$ cat src/rtl/qla_pkg.sv
package qla_pkg;
  typedef enum logic [1:0] {
    ST_NOSYNC = 2'd0,
    ST_RESYNC = 2'd1,
    ST_INSYNC = 2'd2
  } sync_st_e;
endpackage

$ cat src/rtl/qla_lock_qual.sv
// Counts consecutive cycles with every lane locked; arms once the limit is met.
module qla_lock_qual #(
  parameter int unsigned QUAL = 32000
) (
  input  logic clk,
  input  logic rst_n,
  input  logic lock_all_i,
  output logic armed_o
);
  localparam int unsigned CW = $clog2(QUAL + 1);

  logic [CW-1:0] cnt_q, cnt_d;
  logic          full;

  assign full = (cnt_q == CW'(QUAL));

  always_comb begin
    cnt_d = cnt_q;
    if (!lock_all_i)   cnt_d = '0;
    else if (!full)    cnt_d = cnt_q + 1'b1;
  end

  always_ff @(posedge clk or negedge rst_n) begin
    if (!rst_n) cnt_q <= '0;
    else        cnt_q <= cnt_d;
  end

  assign armed_o = full & lock_all_i;
endmodule

$ cat src/rtl/qla_lane_buf.sv
// Per-lane circular buffer with a captured marker pointer.
module qla_lane_buf #(
  parameter int unsigned DW    = 8,
  parameter int unsigned DEPTH = 8
) (
  input  logic          clk,
  input  logic          rst_n,
  input  logic          wr_en_i,
  input  logic [DW-1:0] wr_data_i,
  input  logic          wr_mark_i,
  input  logic          cap_i,
  input  logic          load_i,
  input  logic          rd_i,
  output logic          empty_o,
  output logic [DW-1:0] rd_data_o,
  output logic          rd_mark_o
);
  localparam int unsigned AW = $clog2(DEPTH);
  localparam int unsigned PW = AW + 1;

  logic [DW:0]   mem [DEPTH];
  logic [PW-1:0] wp_q, wp_d;
  logic [PW-1:0] rp_q, rp_d;
  logic [PW-1:0] mp_q, mp_d;

  always_comb begin
    wp_d = wp_q;
    if (wr_en_i) wp_d = wp_q + 1'b1;
    mp_d = cap_i ? wp_q : mp_q;
    rp_d = rp_q;
    if (load_i)    rp_d = mp_d;
    else if (rd_i) rp_d = rp_q + 1'b1;
  end

  always_ff @(posedge clk or negedge rst_n) begin
    if (!rst_n) begin
      wp_q <= '0;
      rp_q <= '0;
      mp_q <= '0;
    end else begin
      wp_q <= wp_d;
      rp_q <= rp_d;
      mp_q <= mp_d;
    end
  end

  always_ff @(posedge clk) begin
    if (wr_en_i) mem[wp_q[AW-1:0]] <= {wr_mark_i, wr_data_i};
  end

  assign empty_o   = (wp_q == rp_q);
  assign rd_data_o = mem[rp_q[AW-1:0]][DW-1:0];
  assign rd_mark_o = mem[rp_q[AW-1:0]][DW];
endmodule

$ cat src/rtl/qla_sync_fsm.sv
// Three-state alignment machine with skew-window timer.
module qla_sync_fsm
  import qla_pkg::*;
#(
  parameter int unsigned NL     = 4,
  parameter int unsigned WINDOW = 4
) (
  input  logic          clk,
  input  logic          rst_n,
  input  logic          qual_i,
  input  logic [NL-1:0] mark_i,
  input  logic [NL-1:0] lock_i,
  input  logic [NL-1:0] vld_i,
  output sync_st_e      state_o,
  output logic [NL-1:0] seen_o,
  output logic [NL-1:0] cap_o,
  output logic          load_o
);
  localparam int unsigned WW = $clog2(WINDOW + 1);

  sync_st_e      st_q, st_d;
  logic [NL-1:0] seen_q, seen_d;
  logic [WW-1:0] win_q, win_d;
  logic          load;
  logic [NL-1:0] seen_any;

  assign seen_any = seen_q | mark_i;

  always_comb begin
    st_d   = st_q;
    seen_d = seen_q;
    win_d  = win_q;
    load   = 1'b0;
    unique case (st_q)
      ST_NOSYNC: begin
        seen_d = '0;
        win_d  = '0;
        if (qual_i && (|mark_i)) begin
          seen_d = mark_i;
          win_d  = WW'(1);
          if (&mark_i) begin
            st_d = ST_INSYNC;
            load = 1'b1;
          end else begin
            st_d = ST_RESYNC;
          end
        end
      end
      ST_RESYNC: begin
        if (!qual_i) begin
          st_d   = ST_NOSYNC;
          seen_d = '0;
          win_d  = '0;
        end else if (&seen_any) begin
          st_d   = ST_INSYNC;
          seen_d = seen_any;
          load   = 1'b1;
        end else if (win_q >= WW'(WINDOW)) begin
          st_d   = ST_NOSYNC;
          seen_d = '0;
          win_d  = '0;
        end else begin
          win_d  = win_q + 1'b1;
          seen_d = seen_any;
        end
      end
      ST_INSYNC: begin
        if (!qual_i || !(&lock_i) || !(&vld_i)) begin
          st_d   = ST_NOSYNC;
          seen_d = '0;
          win_d  = '0;
        end
      end
      default: begin
        st_d   = ST_NOSYNC;
        seen_d = '0;
        win_d  = '0;
      end
    endcase
  end

  always_ff @(posedge clk or negedge rst_n) begin
    if (!rst_n) begin
      st_q   <= ST_NOSYNC;
      seen_q <= '0;
      win_q  <= '0;
    end else begin
      st_q   <= st_d;
      seen_q <= seen_d;
      win_q  <= win_d;
    end
  end

  assign cap_o   = (qual_i && st_q != ST_INSYNC) ? (mark_i & ~seen_q) : '0;
  assign load_o  = load;
  assign state_o = st_q;
  assign seen_o  = seen_q;
endmodule

$ cat src/rtl/quad_lane_aligner.sv
module quad_lane_aligner
  import qla_pkg::*;
#(
  parameter int unsigned NLANES      = 4,
  parameter int unsigned DW          = 8,
  parameter int unsigned DEPTH       = 8,
  parameter int unsigned WINDOW      = 4,
  parameter int unsigned QUAL_CYCLES = 32000
) (
  input  logic                 clk,
  input  logic                 rst_n,
  input  logic [NLANES*DW-1:0] lane_data_i,
  input  logic [NLANES-1:0]    lane_vld_i,
  input  logic [NLANES-1:0]    lane_mark_i,
  input  logic [NLANES-1:0]    lane_lock_i,
  input  logic                 chan_lock_en_i,
  output logic [NLANES*DW-1:0] out_data_o,
  output logic                 out_vld_o,
  output logic [NLANES-1:0]    out_mark_o,
  output logic [NLANES-1:0]    lane_sync_o,
  output logic [1:0]           sync_state_o
);
  logic                 armed;
  logic                 qual;
  logic [NLANES-1:0]    mark_v;
  sync_st_e             state;
  logic [NLANES-1:0]    seen;
  logic [NLANES-1:0]    cap;
  logic                 load;
  logic [NLANES-1:0]    empty;
  logic [NLANES*DW-1:0] rdata;
  logic [NLANES-1:0]    rmark;
  logic                 rd_all;

  logic [NLANES*DW-1:0] out_data_q;
  logic [NLANES-1:0]    out_mark_q;
  logic                 out_vld_q;

  assign mark_v = lane_mark_i & lane_vld_i;
  assign qual   = armed & chan_lock_en_i;

  qla_lock_qual #(.QUAL(QUAL_CYCLES)) u_qual (
    .clk        (clk),
    .rst_n      (rst_n),
    .lock_all_i (&lane_lock_i),
    .armed_o    (armed)
  );

  qla_sync_fsm #(.NL(NLANES), .WINDOW(WINDOW)) u_fsm (
    .clk     (clk),
    .rst_n   (rst_n),
    .qual_i  (qual),
    .mark_i  (mark_v),
    .lock_i  (lane_lock_i),
    .vld_i   (lane_vld_i),
    .state_o (state),
    .seen_o  (seen),
    .cap_o   (cap),
    .load_o  (load)
  );

  assign rd_all = (state == ST_INSYNC) && !(|empty);

  for (genvar g = 0; g < NLANES; g++) begin : g_lane
    qla_lane_buf #(.DW(DW), .DEPTH(DEPTH)) u_buf (
      .clk       (clk),
      .rst_n     (rst_n),
      .wr_en_i   (lane_vld_i[g]),
      .wr_data_i (lane_data_i[g*DW +: DW]),
      .wr_mark_i (lane_mark_i[g]),
      .cap_i     (cap[g]),
      .load_i    (load),
      .rd_i      (rd_all),
      .empty_o   (empty[g]),
      .rd_data_o (rdata[g*DW +: DW]),
      .rd_mark_o (rmark[g])
    );
  end

  always_ff @(posedge clk or negedge rst_n) begin
    if (!rst_n) begin
      out_vld_q  <= 1'b0;
      out_data_q <= '0;
      out_mark_q <= '0;
    end else begin
      out_vld_q <= rd_all;
      if (rd_all) begin
        out_data_q <= rdata;
        out_mark_q <= rmark;
      end
    end
  end

  assign out_data_o   = out_data_q;
  assign out_vld_o    = out_vld_q;
  assign out_mark_o   = out_mark_q;
  assign lane_sync_o  = seen;
  assign sync_state_o = state;
endmodule


$ cat config.mk
export PLATFORM = sky130hd
export DESIGN_NAME = quad_lane_aligner
export DESIGN_NICKNAME = d
export VERILOG_FILES = /design/src/rtl/qla_pkg.sv /design/src/rtl/qla_lock_qual.sv /design/src/rtl/qla_lane_buf.sv /design/src/rtl/qla_sync_fsm.sv /design/src/rtl/quad_lane_aligner.sv
export SDC_FILE = /design/constraint.sdc
export NUM_CORES = 1
export LEC_CHECK = 0
export BUFFER_PORTS_ARGS = -buffer_cell sky130_fd_sc_hd__buf_2
export CAP_MARGIN = 10
export CORE_MARGIN = 8
export CORE_UTILIZATION = 25
export DETAILED_ROUTE_END_ITERATION = 8
export MAX_ROUTING_LAYER = met4
export PLACE_DENSITY_LB_ADDON = 0.15
export SYNTH_ARGS = -nofsm -noshare
export SYNTH_HDL_FRONTEND = slang
export SYNTH_SLANG_ARGS = --single-unit
$ cat constraint.sdc
create_clock -name clk -period 5.1 [get_ports clk]
set_input_delay 0.765 -clock clk [delete_from_list [all_inputs] [get_ports clk]]
set_output_delay 0.765 -clock clk [all_outputs]
set_load 0.05 [all_outputs]
# Yosys cells after proc, flatten, opt, wreduce, memory -nomap -nowiden
# Memories as Yosys holds them, arrays and structs flattened. A register that Yosys moved wholly into a read port is not among the register bits.
# Cells that the tools add are included.
[totals]
reg_bits = 73
latch_bits = 0
ram_bits = 288
rom_bits = 0
output_inout_bits = 43
elab_cells = 121
n_memories = 4
[classes]
add_sub_neg = 10
multipliers = 0
n_div = 0
n_lt_le_gt_ge = 1
eq_ne = 13
shifts = 0
mux = 47
n_bitwise = 6
reduce_logical = 23
[mem_list]
columns = ["memory", "words", "word_bits", "read_ports", "rd_ports_with_merged_regs", "write_ports", "line", "text"]
rows = [
  ["g_lane[0].u_buf.mem", 8, 9, 1, 1, 1, "qla_lane_buf.sv:21", "logic [DW:0] mem [DEPTH];"],
  ["g_lane[1].u_buf.mem", 8, 9, 1, 1, 1, "qla_lane_buf.sv:21", ""],
  ["g_lane[2].u_buf.mem", 8, 9, 1, 1, 1, "qla_lane_buf.sv:21", ""],
  ["g_lane[3].u_buf.mem", 8, 9, 1, 1, 1, "qla_lane_buf.sv:21", ""],
]
[ops]
columns = ["operator", "count"]
rows = [
  ["two-way mux 4 bit", 18],
  ["adder 4 x 1 -> 4 bit, second input constant", 8],
  ["two-way mux 15 bit", 2],
  ["equality test 4 bit", 4],
  ["AND reduction 4 bit", 4],
  ["adder 15 x 1 -> 15 bit, second input constant", 1],
  ["equality test 15 bit, second input constant", 1],
  ["two-way mux 1 bit", 13],
  ["two-way mux 2 bit", 6],
  ["two-way mux 3 bit", 4],
  ["case mux 4 bit (3 select lines)", 1],
  ["case mux 3 bit (3 select lines)", 1],
  ["bitwise AND 4 bit", 2],
  ["zero test 1 bit", 8],
  ["OR reduction 4 bit", 2],
  ["case mux 2 bit (3 select lines)", 1],
  ["inequality test 2 x 1 -> 1 bit, second input constant", 2],
  ["inequality test 2 bit, second input constant", 2],
  ["inequality test 4 bit, second input constant", 1],
  ["NOT 4 bit", 1],
  ["bitwise OR 4 bit", 1],
  ["adder 3 x 1 -> 3 bit, second input constant", 1],
  ["greater-or-equal comparator 3 bit, second input constant", 1],
  ["logical AND 1 bit", 3],
  ["10 further kinds", 12],
]

# Logic depth before layout (Yosys ltp)
[logic_depth]
depth_word = 8
mapped_depth = 10
mapped_depth_nobuf = 8

# Cells and area by module
# From an unflattened synthesis, not the netlist that was laid out.
[unflattened]
cells_unflattened = 867
area_unflattened_um2 = 16398.2
[modules_own_cells]
columns = ["module", "n_inst", "cells_per_inst", "area_per_inst_um2"]
rows = [
  ["qla_lane_buf (g_lane[1].u_buf ...)", 3, 160, 3364.5],
  ["qla_lane_buf (g_lane[0].u_buf)", 1, 160, 3374.5],
  ["quad_lane_aligner", 1, 86, 1569.0],
  ["qla_lock_qual", 1, 85, 820.8],
  ["qla_sync_fsm", 1, 56, 540.5],
]

# Least setup slack after synthesis
# Ideal clock, no wire load.
[synth_path]
kind = "in2reg"
startpoint = "input lane_lock_i[0]"
endpoint = "register g_lane[2].u_buf.rp_q[2]"
setup_time_ns = 0.125
arrival_time_ns = 2.448
path_slack_ns = 2.528
stages = 6
path_buffers = 1
cell_sequence = "nand4_1 -> or2_2 -> nor4b_2 -> a21boi_2 -> buf_2 -> mux2_2"
[synth_via]
elab_chain_cells = 7
[synth_rtl]
columns = ["element", "line", "text"]
rows = [
  ["start: declaration", "quad_lane_aligner.sv:15", "input logic [NLANES-1:0] lane_lock_i,"],
  ["AND reduction 4 bit *", "quad_lane_aligner.sv:45", ".lock_all_i (&lane_lock_i),"],
  ["bitwise AND 1 bit *", "qla_lock_qual.sv:28", "assign armed_o = full & lock_all_i;"],
  ["bitwise AND 1 bit *", "quad_lane_aligner.sv:40", "assign qual = armed & chan_lock_en_i;"],
  ["logical AND 1 bit, on equally long branches", "qla_sync_fsm.sv:38, qla_sync_fsm.sv:94", ""],
  ["two-way mux 1 bit or two-way mux 4 bit (tied branches)", "qla_sync_fsm.sv:38, qla_sync_fsm.sv:94", ""],
  ["case mux 1 bit (2 select lines) or two-way mux 4 bit (tied branches)", "qla_sync_fsm.sv:34, qla_lane_buf.sv:29", ""],
  ["two-way mux 4 bit or nonzero test 2 bit (tied branches)", "-", ""],
  ["end signal: assignment", "qla_lane_buf.sv:42", "rp_q <= rp_d;"],
  ["end: declaration", "qla_lane_buf.sv:23", "logic [PW-1:0] rp_q, rp_d;"],
]
# Every way passes the cells marked *; elsewhere a longest branch is shown, timed or not.
# A chain may end at the register's enable or synchronous reset.

# Final worst setup path
[layout_path]
startpoint = "register g_lane[2].u_buf.rp_q[2]"
endpoint = "register g_lane[2].u_buf.rp_q[3]"
[layout_via]
elab_chain_cells = 5
[layout_rtl]
columns = ["element"]
rows = [
  ["branches (longest 5 deep; another with adder 4 x 1 -> 4 bit)"],
]
# Parallel ways; which one is timed is not known. The select of a mux whose other input is x is not followed.

==> report_table.html <==
<table>
<tr><th>Metric</th><th>Value</th></tr>
<tr><th colspan="2">Status</th></tr>
<tr><td>Result of the run</td><td>finished, final reports clean</td></tr>
<tr><th colspan="2">CTS</th></tr>
<tr><td>Maximum buffer depth of the clock tree</td><td>3</td></tr>
<tr><td>CTS Hold Bufs</td><td>0</td></tr>
<tr><td>Root Buffer</td><td>clkbuf_16</td></tr>
<tr><td>H-tree levels</td><td>2</td></tr>
<tr><td>Post-CTS sizing</td><td>0</td></tr>
<tr><td>TritonCTS clock tree</td><td>done</td></tr>
<tr><td>Insertion delay of the later-clocked pin in the worst-skew pair</td><td>0.57 ns</td></tr>
<tr><td>Clock buffers created by TritonCTS</td><td>47</td></tr>
<tr><td>Clock sink total</td><td>397</td></tr>
<tr><td>Post-CTS Setup Repair Bufs</td><td>0</td></tr>
<tr><td>Clk slew on worst S/H paths</td><td>0.06 ns</td></tr>
<tr><th colspan="2">Timing</th></tr>
<tr><td>Final TNS setup</td><td>0 ns</td></tr>
<tr><td>RSZ-0062 raised after global routing</td><td>false</td></tr>
<tr><td>Final setup viols</td><td>0</td></tr>
<tr><td>Worst slew margin relative to its limit</td><td>24.4%</td></tr>
<tr><td>Final hold viol count</td><td>0</td></tr>
<tr><td>Transition time of the tightest slew-check pin</td><td>1.13 ns</td></tr>
<tr><td>Max-slew violation count</td><td>0</td></tr>
<tr><td>Highest Clock Rate</td><td>0.331 GHz</td></tr>
<tr><td>Period utilisation layout</td><td>59.3%</td></tr>
<tr><td>Post-layout min period</td><td>3.02 ns</td></tr>
<tr><td>Worst setup skew after layout</td><td>0.0248 ns</td></tr>
<tr><th colspan="2">Power</th></tr>
<tr><td>Worst supply voltage drop on vdd</td><td>0.249 mV</td></tr>
<tr><td>Static Leak</td><td>6.87 nW</td></tr>
<tr><td>Power density over the cells</td><td>429 mW/mm2</td></tr>
<tr><th colspan="2">Worst setup path</th></tr>
<tr><td>Critical path class</td><td>reg -&gt; reg</td></tr>
<tr><td>Critical Path Fanout Max</td><td>58</td></tr>
<tr><td>Reg-to-reg critical path startpoint</td><td>g_lane[2].u_buf.rp_q[2]$_DFFE_PN0P_</td></tr>
<tr><td>Kind of start point of the critical path</td><td>register</td></tr>
<tr><td>Arrival time at the worst endpoint</td><td>3.47 ns</td></tr>
<tr><td>Number of cells traversed by the worst register-to-register path</td><td>7</td></tr>
<tr><td>Sort of element at the end of the critical path</td><td>register</td></tr>
<tr><td>Flop2flop setup slack</td><td>2.08 ns</td></tr>
<tr><td>Worst R2R End</td><td>g_lane[2].u_buf.rp_q[3]$_DFFE_PN0P_</td></tr>
<tr><td>Worst path required time</td><td>5.55 ns</td></tr>
<tr><th colspan="2">Yosys</th></tr>
<tr><td>Seq cells post-synth</td><td>397</td></tr>
<tr><td>Mean Syn Cell Area</td><td>17.4 um2</td></tr>
<tr><td>Dominant synthesized flop cell</td><td>edfxtp_1</td></tr>
<tr><td>Cell type with the highest aggregate area in the netlist</td><td>edfxtp_1</td></tr>
<tr><td>Share of the synthesized area in the top cell type</td><td>54.5%</td></tr>
<tr><td>Cell area after synthesis</td><td>0.0159 mm2</td></tr>
<tr><td>Sequential element share of the synthesized area</td><td>71.7%</td></tr>
<tr><td>Post-synth EDFFs</td><td>288</td></tr>
<tr><td>Share of synthesized registers carrying an async set or reset</td><td>27.5%</td></tr>
<tr><td>Main area contributors after synthesis</td><td>edfxtp_1 54%, dfrtp_1 17%, mux4_2 10%</td></tr>
<tr><td>Post-synthesis cell type count</td><td>43</td></tr>
<tr><td>Post-Syn Nets</td><td>973</td></tr>
<tr><td>Number of warnings printed during yosys synthesis</td><td>0</td></tr>
<tr><td>Gate Count Post-Synth</td><td>914</td></tr>
<tr><th colspan="2">Floorplanning</th></tr>
<tr><td>Placement row count</td><td>92</td></tr>
<tr><td>Initial core utilization</td><td>25.2%</td></tr>
<tr><td>Total die area</td><td>0.0718 mm2</td></tr>
<tr><td>Width of the chip</td><td>268 um</td></tr>
<tr><td>Core Box Area</td><td>0.0630 mm2</td></tr>
<tr><td>Number of ports placed on the die boundary</td><td>90</td></tr>
<tr><td>Die boundary height</td><td>268 um</td></tr>
<tr><th colspan="2">Cells and area</th></tr>
<tr><td>Proportion of layout cells with a drive suffix above 1</td><td>28.6%</td></tr>
<tr><td>Final layout net count</td><td>1,096</td></tr>
<tr><td>Utilization after layout</td><td>30.1%</td></tr>
<tr><td>Commonest cells after routing, fill and taps aside</td><td>288 x edfxtp_1, 109 x dfrtp_1, 88 x buf_2, 86 x nor2_1, 72 x mux4_2</td></tr>
<tr><td>Most common library cell in the layout ignoring fill and taps</td><td>edfxtp_1</td></tr>
<tr><td>Layout Area Growth over Synthesis</td><td>19.6%</td></tr>
<tr><th colspan="2">Route</th></tr>
<tr><td>Met3 routed wirelength</td><td>1510 um</td></tr>
<tr><td>Vias/cell</td><td>4.20</td></tr>
<tr><td>1st-pass router iterations</td><td>4</td></tr>
<tr><td>Met1 Wirelength</td><td>16,700 um</td></tr>
<tr><td>Total wire length after detailed routing</td><td>35,900 um</td></tr>
<tr><td>Length of routed met2 wiring</td><td>17,000 um</td></tr>
<tr><td>Routed wirelength normalized by instance count</td><td>18.7 um</td></tr>
<tr><td>Initial DRC Count</td><td>378</td></tr>
<tr><td>Top routing layer in use</td><td>met4</td></tr>
<tr><td>Via total after detailed routing</td><td>8,075</td></tr>
<tr><td>Residual antenna-violating net count after detailed routing</td><td>0</td></tr>
<tr><td>DRC Markers</td><td>0</td></tr>
<tr><th colspan="2">Placement</th></tr>
<tr><td>Final RePlAce weighted congestion</td><td>0.729</td></tr>
<tr><td>Buffers added on ports</td><td>89</td></tr>
<tr><td>DP Wirelength</td><td>22,600 um</td></tr>
<tr><th colspan="2">Flow run</th></tr>
<tr><td>Max-Cap Viols</td><td>0</td></tr>
<tr><th colspan="2">GRT</th></tr>
<tr><td>Antenna violations before repair</td><td>2</td></tr>
<tr><td>Overflow after GRT</td><td>0</td></tr>
<tr><td>Total global routing track utilization</td><td>10.4%</td></tr>
<tr><td>Vias in the first global route</td><td>8,785</td></tr>
<tr><td>Maximum number of pins on one net before global-route repair</td><td>69</td></tr>
<tr><td>Wire length of the first global-routing pass</td><td>55,300 um</td></tr>
<tr><th colspan="2">Hold path</th></tr>
<tr><td>HP Class</td><td>in -&gt; async</td></tr>
</table>
-- where the power goes --
group / internal, W / switching, W
logic: 0.000265 / 0.000449
clock network: 0.00203 / 0.00132
registers: 0.00389 / 0.000192
-- registers in the layout, summed over array words and instances (netlist names), 2 cells and up --
signal and flops:
u_qual.cnt_q 15, out_mark_o 4, g_lane.u_buf.wp_q 16, g_lane.u_buf.rp_q 16, u_fsm.state_o 2, g_lane.u_buf.mp_q 16
u_fsm.win_q 3, u_fsm.seen_o 4, out_data_o 32, g_lane.u_buf.mem 288
-- kinds of logic (layout without fill, tap and decap cells) --
kind of cell               after synthesis  count (layout)  synth area share (%)
muxes                                  148             148                  15.3
and+or+nand+nor                        191             191                  5.66
xor gates and xnor gates                53              53                  2.92
AOI/OAI and AO/OA                       59              59                  2.10
DFF                                    397             397                  71.7
adders and majority gates               12              12                 0.946
buffers and inverters                   54             215                  1.45
other                                    0               2                     0
-- synthesized netlist by cell type (all sizes together) (2+ instances only) --
library cell    n
nor2b           3
buf            23
a21oi          45
nor2           87
nand4           9
nor4           11
a21o            4
o21ai           2
clkbuf         23
nand3           9
xor2           33
xnor2          20
mux2i          43
ha             12
mux4           72
dfrtp         109
or2             3
o21a            3
inv             8
mux2           33
edfxtp        288
nand2b         16
nor3           11
nand2          35
-- metal layers --
| layer | global-route usage (%) | up-vias |
|---|---|---|
| met2 | 16.4 | 135 |
| met5 | - | - |
| met4 | 2.82 | 0 |
| met1 | 13.5 | 4137 |
| li1 | - | 3742 |
| met3 | 2.36 | 61 |
-- metrics by stage --
stage | power (W) | setup slack, ns | instances | hold slack [ns] | area [um2]
3_5_place_dp | 0.00490 | 1.90 | 1834 | 0.484 | 17400
3_3_place_gp | 0.00489 | 1.89 | 1834 | 0.476 | 17400
5_1_grt | 0.00854 | 1.78 | 1923 | 0.263 | 19000
6_report | 0.00815 | 2.08 | 1923 | 0.218 | 19000
2_1_floorplan | 0.00454 | 2.53 | 914 | 0.467 | 15900
4_1_cts | 0.00833 | 1.98 | 1921 | 0.228 | 19000
-- critical path: stages (launching register included) --
cell and delay [ns]:
dfrtp_1 0.88, xor2_1 0.20, nor4_1 0.12, nor4_4 0.39, buf_4 0.62, nand4_1 0.21, xnor2_1 0.20, mux2_2 0.26
-- worst max-delay path by stage --
stage / start / endpoint / slack, ns
final: g_lane[2].u_buf.rp_q[2]$_DFFE_PN0P_ / g_lane[2].u_buf.rp_q[3]$_DFFE_PN0P_ / 2.08
after global routing: g_lane[1].u_buf.rp_q[1]$_DFFE_PN0P_ / g_lane[2].u_buf.rp_q[3]$_DFFE_PN0P_ / 1.78
after CTS: g_lane[2].u_buf.rp_q[2]$_DFFE_PN0P_ / g_lane[2].u_buf.rp_q[3]$_DFFE_PN0P_ / 1.98
after detailed placement: lane_lock_i[0] / g_lane[0].u_buf.rp_q[0]$_DFFE_PN0P_ / 1.90
after global placement: lane_lock_i[0] / g_lane[0].u_buf.rp_q[2]$_DFFE_PN0P_ / 1.89
after floorplan: lane_lock_i[0] / g_lane[2].u_buf.rp_q[2]$_DFFE_PN0P_ / 2.53
-- area by class of cell --
class / count / area, um2
diodes: 2 / 5.00
flip-flops and latches: 397 / 11400
repair buffers: 120 / 684
fillers: 6253 / 44000
clock inverters: 18 / 211
clock buffers: 69 / 1340
multi-input cells: 463 / 4280
well taps: 846 / 1060
inverters: 8 / 30.0
Power figures use the tool's default switching activity.
